File: config.mk
export PLATFORM = sky130hd
export DESIGN_NAME = exec_stage
export DESIGN_NICKNAME = d
export VERILOG_FILES = /design/src/rtl/exec_pkg.sv /design/src/rtl/exec_regfile.sv /design/src/rtl/exec_operand_sel.sv /design/src/rtl/exec_alu.sv /design/src/rtl/exec_wb_ctl.sv /design/src/rtl/exec_stage.sv
export SDC_FILE = /design/constraint.sdc
export NUM_CORES = 1
export LEC_CHECK = 0
export BUFFER_PORTS_ARGS = -buffer_cell sky130_fd_sc_hd__clkbuf_2
export CAP_MARGIN = 40
export CELL_PAD_IN_SITES_DETAIL_PLACEMENT = 1
export CELL_PAD_IN_SITES_GLOBAL_PLACEMENT = 1
export CORE_MARGIN = 2
export CORE_UTILIZATION = 27
export CTS_CLUSTER_SIZE = 25
export DETAILED_ROUTE_END_ITERATION = 8
export MAX_ROUTING_LAYER = met4
export PLACE_DENSITY = 0.54
export SLEW_MARGIN = 20
export SYNTH_ARGS = -nofsm -noshare
export SYNTH_HDL_FRONTEND = slang
export SYNTH_SLANG_ARGS = --single-unit
File: constraint.sdc
create_clock -name clk -period 10.45 [get_ports clk]
set_input_delay 0.5225 -clock clk [delete_from_list [all_inputs] [get_ports clk]]
set_output_delay 0.5225 -clock clk [all_outputs]
set_load 0.005 [all_outputs]
File: src/rtl/exec_pkg.sv
package exec_pkg;
  localparam int XLEN   = 16;
  localparam int NREG   = 8;
  localparam int RIDX   = $clog2(NREG);
  localparam int HALF   = XLEN / 2;
  localparam int SHW    = $clog2(XLEN);
  localparam int CMASKW = 5;

  typedef enum logic [1:0] {SA_REG = 2'd0, SA_MEM = 2'd1, SA_IMM8 = 2'd2, SA_PC = 2'd3} src_a_e;
  typedef enum logic [1:0] {SB_REG = 2'd0, SB_INV = 2'd1, SB_PC = 2'd2, SB_ZERO = 2'd3} src_b_e;

  typedef struct packed {
    logic [3:0]        op;
    logic [RIDX-1:0]   ra;
    logic [RIDX-1:0]   rb;
    src_a_e            sa;
    src_b_e            sb;
    logic              to_pc;
    logic [RIDX-1:0]   dst;
    logic              wr_hi;
    logic              wr_lo;
    logic [CMASKW-1:0] cond;
  } ctl_t;

  localparam int CTL_W = $bits(ctl_t);

  function automatic logic [XLEN-1:0] alu_fn(input logic [3:0] op,
                                             input logic [XLEN-1:0] a,
                                             input logic [XLEN-1:0] b);
    logic [SHW-1:0] sh;
    sh = b[SHW-1:0];
    case (op)
      4'd0:    return a + b;
      4'd1:    return a - b;
      4'd2:    return a & b;
      4'd3:    return a | b;
      4'd4:    return a ^ b;
      4'd5:    return a << sh;
      4'd6:    return a >> sh;
      4'd7:    return a;
      default: return '0;
    endcase
  endfunction

  // cond = {pol, zign, sign, zreq, sreq}
  function automatic logic cond_pass(input logic [CMASKW-1:0] cond,
                                     input logic z, input logic s);
    logic hit;
    hit = (cond[3] || (z == cond[1])) && (cond[2] || (s == cond[0]));
    return hit == cond[4];
  endfunction

  function automatic logic [XLEN-1:0] merge_bytes(input logic [XLEN-1:0] old,
                                                  input logic [XLEN-1:0] res,
                                                  input logic hi, input logic lo);
    case ({hi, lo})
      2'b11:   return res;
      2'b10:   return {res[HALF-1:0], old[HALF-1:0]};
      2'b01:   return {old[XLEN-1:HALF], res[HALF-1:0]};
      default: return old;
    endcase
  endfunction
endpackage

File: src/rtl/exec_regfile.sv
module exec_regfile
  import exec_pkg::*;
#(
  parameter int DW = XLEN,
  parameter int NR = NREG,
  localparam int AW = $clog2(NR)
) (
  input  logic          clk,
  input  logic          rst,
  input  logic [AW-1:0] rd_idx_a,
  input  logic [AW-1:0] rd_idx_b,
  output logic [DW-1:0] rd_a,
  output logic [DW-1:0] rd_b,
  input  logic          we,
  input  logic [AW-1:0] wr_idx,
  input  logic [DW-1:0] wr_data,
  input  logic          wr_hi,
  input  logic          wr_lo
);
  logic [DW-1:0] bank [NR];

  for (genvar g = 0; g < NR; g++) begin : g_reg
    logic hit;
    assign hit = we && (wr_idx == AW'(g));
    always_ff @(posedge clk) begin
      if (rst)      bank[g] <= '0;
      else if (hit) bank[g] <= merge_bytes(bank[g], wr_data, wr_hi, wr_lo);
    end
  end

  assign rd_a = bank[rd_idx_a];
  assign rd_b = bank[rd_idx_b];
endmodule

File: src/rtl/exec_operand_sel.sv
module exec_operand_sel
  import exec_pkg::*;
#(
  parameter int DW = XLEN,
  localparam int HW = DW / 2
) (
  input  src_a_e        sel_a,
  input  src_b_e        sel_b,
  input  logic [DW-1:0] rd_a,
  input  logic [DW-1:0] rd_b,
  input  logic [DW-1:0] mem_data,
  input  logic [HW-1:0] imm8,
  input  logic [DW-1:0] pc,
  output logic [DW-1:0] opnd_a,
  output logic [DW-1:0] opnd_b
);
  always_comb begin
    case (sel_a)
      SA_REG:  opnd_a = rd_a;
      SA_MEM:  opnd_a = mem_data;
      SA_IMM8: opnd_a = {{(DW-HW){1'b0}}, imm8};
      default: opnd_a = pc;
    endcase
  end

  always_comb begin
    case (sel_b)
      SB_REG:  opnd_b = rd_b;
      SB_INV:  opnd_b = ~rd_b;
      SB_PC:   opnd_b = pc;
      default: opnd_b = '0;
    endcase
  end
endmodule

File: src/rtl/exec_alu.sv
module exec_alu
  import exec_pkg::*;
#(
  parameter int DW = XLEN
) (
  input  logic [3:0]    op,
  input  logic [DW-1:0] a,
  input  logic [DW-1:0] b,
  output logic [DW-1:0] res,
  output logic          flag_z,
  output logic          flag_s
);
  assign res    = alu_fn(op, a, b);
  assign flag_z = ~|res;
  assign flag_s = res[DW-1];
endmodule

File: src/rtl/exec_wb_ctl.sv
module exec_wb_ctl
  import exec_pkg::*;
(
  input  logic              en,
  input  logic [CMASKW-1:0] cond,
  input  logic              flag_z,
  input  logic              flag_s,
  input  logic              to_pc,
  input  logic              wr_hi,
  input  logic              wr_lo,
  output logic              cond_ok,
  output logic              rf_we,
  output logic              pc_we
);
  assign cond_ok = cond_pass(cond, flag_z, flag_s);
  assign rf_we   = en && cond_ok && !to_pc && (wr_hi || wr_lo);
  assign pc_we   = en && cond_ok && to_pc;
endmodule

File: src/rtl/exec_stage.sv
module exec_stage
  import exec_pkg::*;
(
  input  logic             clk,
  input  logic             rst,
  input  logic             en,
  input  logic [CTL_W-1:0] ctl_in,
  input  logic [XLEN-1:0]  imm_in,
  input  logic [XLEN-1:0]  pc_in,
  input  logic [XLEN-1:0]  mem_rdata,
  output logic [CTL_W-1:0] ctl_out,
  output logic [XLEN-1:0]  imm_out,
  output logic [XLEN-1:0]  pc_out,
  output logic [XLEN-1:0]  result_out,
  output logic             pc_wr_valid
);
  ctl_t            cur;
  logic [XLEN-1:0] rd_a, rd_b, opnd_a, opnd_b, alu_res;
  logic            flag_z, flag_s, cond_ok, rf_we, pc_we;

  assign cur = ctl_in;

  exec_regfile #(.DW(XLEN), .NR(NREG)) u_rf (
    .clk(clk), .rst(rst),
    .rd_idx_a(cur.ra), .rd_idx_b(cur.rb),
    .rd_a(rd_a), .rd_b(rd_b),
    .we(rf_we), .wr_idx(cur.dst), .wr_data(alu_res),
    .wr_hi(cur.wr_hi), .wr_lo(cur.wr_lo)
  );

  exec_operand_sel #(.DW(XLEN)) u_sel (
    .sel_a(cur.sa), .sel_b(cur.sb),
    .rd_a(rd_a), .rd_b(rd_b),
    .mem_data(mem_rdata), .imm8(imm_in[HALF-1:0]), .pc(pc_in),
    .opnd_a(opnd_a), .opnd_b(opnd_b)
  );

  exec_alu #(.DW(XLEN)) u_alu (
    .op(cur.op), .a(opnd_a), .b(opnd_b),
    .res(alu_res), .flag_z(flag_z), .flag_s(flag_s)
  );

  exec_wb_ctl u_wb (
    .en(en), .cond(cur.cond), .flag_z(flag_z), .flag_s(flag_s),
    .to_pc(cur.to_pc), .wr_hi(cur.wr_hi), .wr_lo(cur.wr_lo),
    .cond_ok(cond_ok), .rf_we(rf_we), .pc_we(pc_we)
  );

  always_ff @(posedge clk) begin
    if (rst) begin
      ctl_out     <= '0;
      imm_out     <= '0;
      pc_out      <= '0;
      result_out  <= '0;
      pc_wr_valid <= 1'b0;
    end else if (en) begin
      ctl_out     <= ctl_in;
      imm_out     <= imm_in;
      pc_out      <= pc_in;
      result_out  <= alu_res;
      pc_wr_valid <= pc_we;
    end
  end
endmodule

-- After elaboration in Yosys (flattened, before gate mapping)
Memories as Yosys holds them, arrays and structs flattened.
Cells that the tools add are included.
- bits in registers: 74
- latch bits: 0
- memory bits (writable): 128
- bits in read-only memories: 0
- input bits: 76
- output and inout port bits: 74
- logic and storage cells: 194
- memories kept: 1
- add/subtract/negate cells: 2
- multiply operators: 0
- div/mod/pow operators: 0
- $lt $le $gt $ge: 0
- eq/ne operators: 56
- shift-type cells: 2
- multiplexer cells: 69
- bitwise logic cells: 20
- reduce and logical (&&, ||, !) cells: 39
- memories (memory ; words ; bits a word ; rd ports ; clocked after Yosys merged registers in ; wr ports ; RTL line ; source):
    u_rf.bank ; 8 ; 16 ; 2 ; 0 ; 8 ; exec_regfile.sv:20 ; logic [DW-1:0] bank [NR];
- operators by type and width (kind ; count):
    $pmux W16 S3 ; 10
    $mux W16 ; 16
    $mux W8 ; 16
    $pmux W16 S8 ; 1
    $ne A5 B5 Y1 const B ; 16
    $ne A3 B3 Y1 const B ; 16
    $reduce_and A3 Y1 ; 16
    $mux W1 ; 26
    $add A16 B16 Y16 ; 1
    $and A16 B16 Y16 ; 1
    $eq A4 B3 Y1 const B ; 4
    $not A16 Y16 ; 1
    $or A1 B1 Y1 ; 16
    $or A16 B16 Y16 ; 1
    $reduce_or A16 Y1 ; 1
    $shl A16 B4 Y16 ; 1
    $shr A16 B4 Y16 ; 1
    $sub A16 B16 Y16 ; 1
    $xor A16 B16 Y16 ; 1
    $logic_and A1 B1 Y1 ; 13
    $eq A3 B3 Y1 const B ; 4
    $eq A2 B2 Y1 const B ; 4
    $eq A4 B2 Y1 const B ; 2
    $eq A2 B1 Y1 const B ; 3
    other kinds (9) ; 16

-- Longest topological paths before layout
An unclocked memory read counts as a cell.
- word-level depth: 20
- mapped depth: 32
- mapped depth without buffers: 26

-- Modules after synthesis
Synthesis repeated with hierarchy kept, for this count alone.
- cells, all modules: 1334
- area, all modules: 14929.3 µm²
- by module, submodules not included (module ; times used ; cells each ; area each (µm²) ; seq. area each (µm²)):
    exec_regfile ; 1 ; 474 ; 7598.5 ; 3843.7
    exec_alu ; 1 ; 541 ; 3853.7 ; 0.0
    exec_stage ; 1 ; 238 ; 2670.1 ; 1481.4
    exec_operand_sel ; 1 ; 69 ; 716.9 ; 0.0
    exec_wb_ctl ; 1 ; 12 ; 90.1 ; 0.0

-- Least setup slack after synthesis
OpenSTA, ideal clock, no wires.
- kind: input-to-reg
- from: input ctl_in[15]
- to: memory u_rf.bank[6][10] (netlist name), enable pin
- library setup time: 0.387 ns
- data arrival time: 7.231 ns
- required time: 10.063 ns
- path slack: 2.832 ns
- stages on the path: 31
- buffers on the path: 6
- path through: buf_2 mux4_2 and2_1 o21a_1 or2_0 clkbuf_1 inv_2 buf_2 buf_1 ha_1 and3_1 nand4_1 nor2_1 a21oi_1 xnor2_1 ha_1 nand2_1 a2111oi_0 a211oi_1 mux2_2 a221oi_1 nand4_1 a221oi_1 nand4_1 nor3_1 mux2i_1 or3_4 xnor2_4 buf_6 buf_4 o31ai_1
- RTL lines (item ; RTL line ; source):
    from (decl) ; exec_stage.sv:7 ; input logic [CTL_W-1:0] ctl_in,
    to (decl) ; exec_regfile.sv:20 ;

==> run_results.csv <==
group,metric,value,unit
placement,placed_cells,2202,
sta,finClkSkew,0.0258,ns
logic_synthesis,synth_ff_type,"edfxtp_1",
placement,hpwl,43400,um
logic_synthesis,syn_nets,1556,
grt,grt_max_degree,91,
logic_synthesis,syn_area,0.0142,mm^2
setup_path,slowest_stage,"or4_1",
die,core,0.0516,mm^2
placement,routabilityCongestion,0.927,
drt,wl_per_cell,26.5,um
drt,routed_wl,59600,um
run_status,status,"finished, final reports clean",
setup_path,cp_num_cells,26,
placement,dpl_cell_area,0.0158,mm^2
sta,whs,0.199,ns
logic_synthesis,async_flop_share,0,%
clocking,cts_sinks,202,
cells_and_area,diodes,0,
logic_synthesis,syn_area_per_cell,9.93,um^2
setup_path,critical_path_buf_inv_count,4,
sta,setup_viol,0,
logic_synthesis,synth_cell_type_count,77,
drt,viasPerCell,5.78,
die,row_count,83,
sta,setup_tns,0,ns
hold_path,min_to,"imm_out[13]",
cells_and_area,stdcell_count,2251,
grt,grt_pass1_wl,88400,um
grt,grt_pass1_vias,13200,
die,start_util,27.4,%
clocking,cts_tree,"done",
cells_and_area,drive_gt1_share,23.9,%
cells_and_area,final_common_cell,"clkbuf_2",
sta,fin_crit,8.22,ns
clocking,ctsResizeCount,0,
logic_synthesis,synthCells,1426,
drt,ant_nets,0,
setup_path,worstSetupStartpointType,"primary input",
hold_path,min_from,"imm_in[13]",
die,dieWidth,233,um
setup_path,worstSetupPathType,"primary input to flip-flop",
die,die-area,0.0543,mm^2
hold_path,hold_class,"primary input to flip-flop",
grt,antenna_found_initial,0,
cells_and_area,nFillCells,5827,
hold_path,whs_path_depth,3,
setup_path,critical_path.top_delay_family,"simple AND/OR/NAND/NOR gates",
drt,remaining_drc_errors,0,
sta,rsz0062_at_grt,"false",
grt,gr-total-overflow,0,
pwr,powerDensity,154,mW/mm^2
pwr,power,2.58,mW
sta,hold_violations,0,
clocking,root_buffer,"clkbuf_16",
logic_synthesis,synth_edf_count,128,
sta,max_clock_freq,0.122,GHz
setup_path,max_stage_delay,0.61,ns
cells_and_area,fin_nets,1684,
setup_path,cp_max_fo,53,
sta,slew_viol_final,0,
sta,worstMarginPinSlew,0.871,ns
setup_path,crit_required,10.75,ns
clocking,postCtsSetupBuffers,0,
die,die_h,233,um
setup_path,r2r_setup_slack,2.61,ns
clocking,clkTransAtPathRegs,0.06,ns
setup_path,r2r-start,"u_rf.bank[3][1]",
pwr,vdd_drop_max,0.000111,V
setup_path,reg2reg_depth,26,
grt,grt_use_total,22.2,%
drt,drt_iter0_drc,1260,
cells_and_area,stdcell_area,0.0167,mm^2
logic_synthesis,seq_area_frac_synth,37.6,%
pwr,leakagePower,6.57,nW
clocking,clk_latency,0.56,ns
setup_path,r2r-end,"u_rf.bank[2][8]",
sta,slew_headroom,41.8,%
logic_synthesis,synth_seq_cells,202,
clocking,clock_path_buffers,3,
clocking,cts_buffers,26,
drt,via_count,13000,
setup_path,critPathCaptureType,"flip-flop",
logic_synthesis,yosys_warnings,0,
setup_path,cp.arrival,8.52,ns
job,max_cap_viol_count,0,
die,io_pins,150,
drt,firstDrtPassIters,5,
cells_and_area,layout_common_cells,"clkbuf_2, nor2_1, nor4_1",
cells_and_area,area_growth,18.1,%
sta,finalCritPeriodShare,78.7,%
placement,io_buffers,149,
clocking,htreeDepth,1,
clocking,cts_hold_buf,0,
[layout make-up]
class,count,area [um^2],share of cell area [%]
inverter,60,225,1.35
clock buffer,36,766,4.58
sequential,202,5330,31.8
tap,680,851,5.09
multi-input combinational,1036,8050,48.2
clock inverter,9,114,0.681
timing repair buffer,228,1390,8.29
[worst min-delay path: cells and delay by family]
kind,cells,cell delay [ns]
buffers and inverters,1,0.08
AND/OR/NAND/NOR,1,0.07
multiplexers,1,0.06
[kinds of logic after synthesis]
family | Yosys count | synth area share [%]
compound gates | 292 | 14.4
fa+ha+maj | 54 | 4.82
buf+inv | 188 | 5.64
xor+xnor | 25 | 1.68
simple gates | 456 | 16.6
flops | 202 | 37.6
mux | 209 | 19.3
[synthesized netlist by cell type, types with 5 or more instances]
library cell | instances | area, um^2
nor2_1 | 141 | 529
nor4_1 | 134 | 838
edfxtp_1 | 128 | 3840
mux2i_1 | 119 | 1190
dfxtp_1 | 74 | 1480
nand2_1 | 68 | 255
clkbuf_1 | 66 | 248
inv_1 | 55 | 206
a21oi_1 | 54 | 270
ha_1 | 53 | 663
mux4_2 | 47 | 1060
o21ai_0 | 43 | 215
mux2_2 | 40 | 450
buf_2 | 26 | 130
buf_1 | 25 | 93.8
a221oi_1 | 23 | 201
a22oi_1 | 22 | 165
xnor2_1 | 21 | 184
nor3_1 | 20 | 100
a211oi_1 | 19 | 143
a31oi_1 | 18 | 113
nand2b_1 | 17 | 106
o221ai_1 | 16 | 140
o31ai_1 | 16 | 120
nand4_1 | 15 | 93.8
nand3_1 | 13 | 65.1
o211ai_1 | 10 | 75.1
a211o_1 | 8 | 70.1
a21o_1 | 7 | 52.6
and3_1 | 7 | 43.8
nor2b_1 | 7 | 43.8
o22ai_1 | 7 | 43.8
buf_4 | 6 | 45.0
o21ai_1 | 6 | 30.0
buf_6 | 5 | 56.3
nand3b_1 | 5 | 37.5
o22a_1 | 5 | 43.8
or3_1 | 5 | 31.3
[routing by layer]
metal | GRT usage [%] | part of all wire (%) | vias up
met5 | - | 0 | -
met4 | 5.75 | 2.4 | 0
met3 | 2.63 | 5.2 | 90
met2 | 36.1 | 48 | 470
met1 | 29.2 | 44 | 6667
li1 | - | - | 5781
[how the worst max path moves through the flow]
| stage | startpoint | to | slack (ns) |
|---|---|---|---|
| 2_1_floorplan | ctl_in[15] | u_rf.bank[6][10] | 2.83 |
| 3_3_place_gp | ctl_in[15] | u_rf.bank[0][8] | 1.87 |
| 3_5_place_dp | ctl_in[15] | u_rf.bank[4][8] | 1.80 |
| 4_1_cts | ctl_in[15] | u_rf.bank[3][11] | 2.32 |
| 5_1_grt | ctl_in[15] | u_rf.bank[2][8] | 1.72 |
| 6_report | ctl_in[15] | u_rf.bank[2][8] | 2.23 |
[state kept, by name (all words and copies together), names as in the netlist]
signal / flops
ctl_out: 25
pc_wr_valid: 1
result_out: 16
u_rf.bank: 128
imm_out: 16
pc_out: 16
[power by group]
part / leakage, nW / switching (mW) / internal (mW)
Clock: 0.424 / 0.366 / 0.560
Sequential: 1.93 / 0.0214 / 0.883
Combinational: 4.21 / 0.492 / 0.254
[through the flow]
step                      setup WS, ns  util (%)
after floorplan                   2.83         -
after global placement            1.87      30.4
after detailed placement          1.80      30.6
after CTS                         2.32      32.3
after global routing              1.72      32.4
final                             2.23      32.4
No activity file was read; power rests on OpenSTA's default activity.
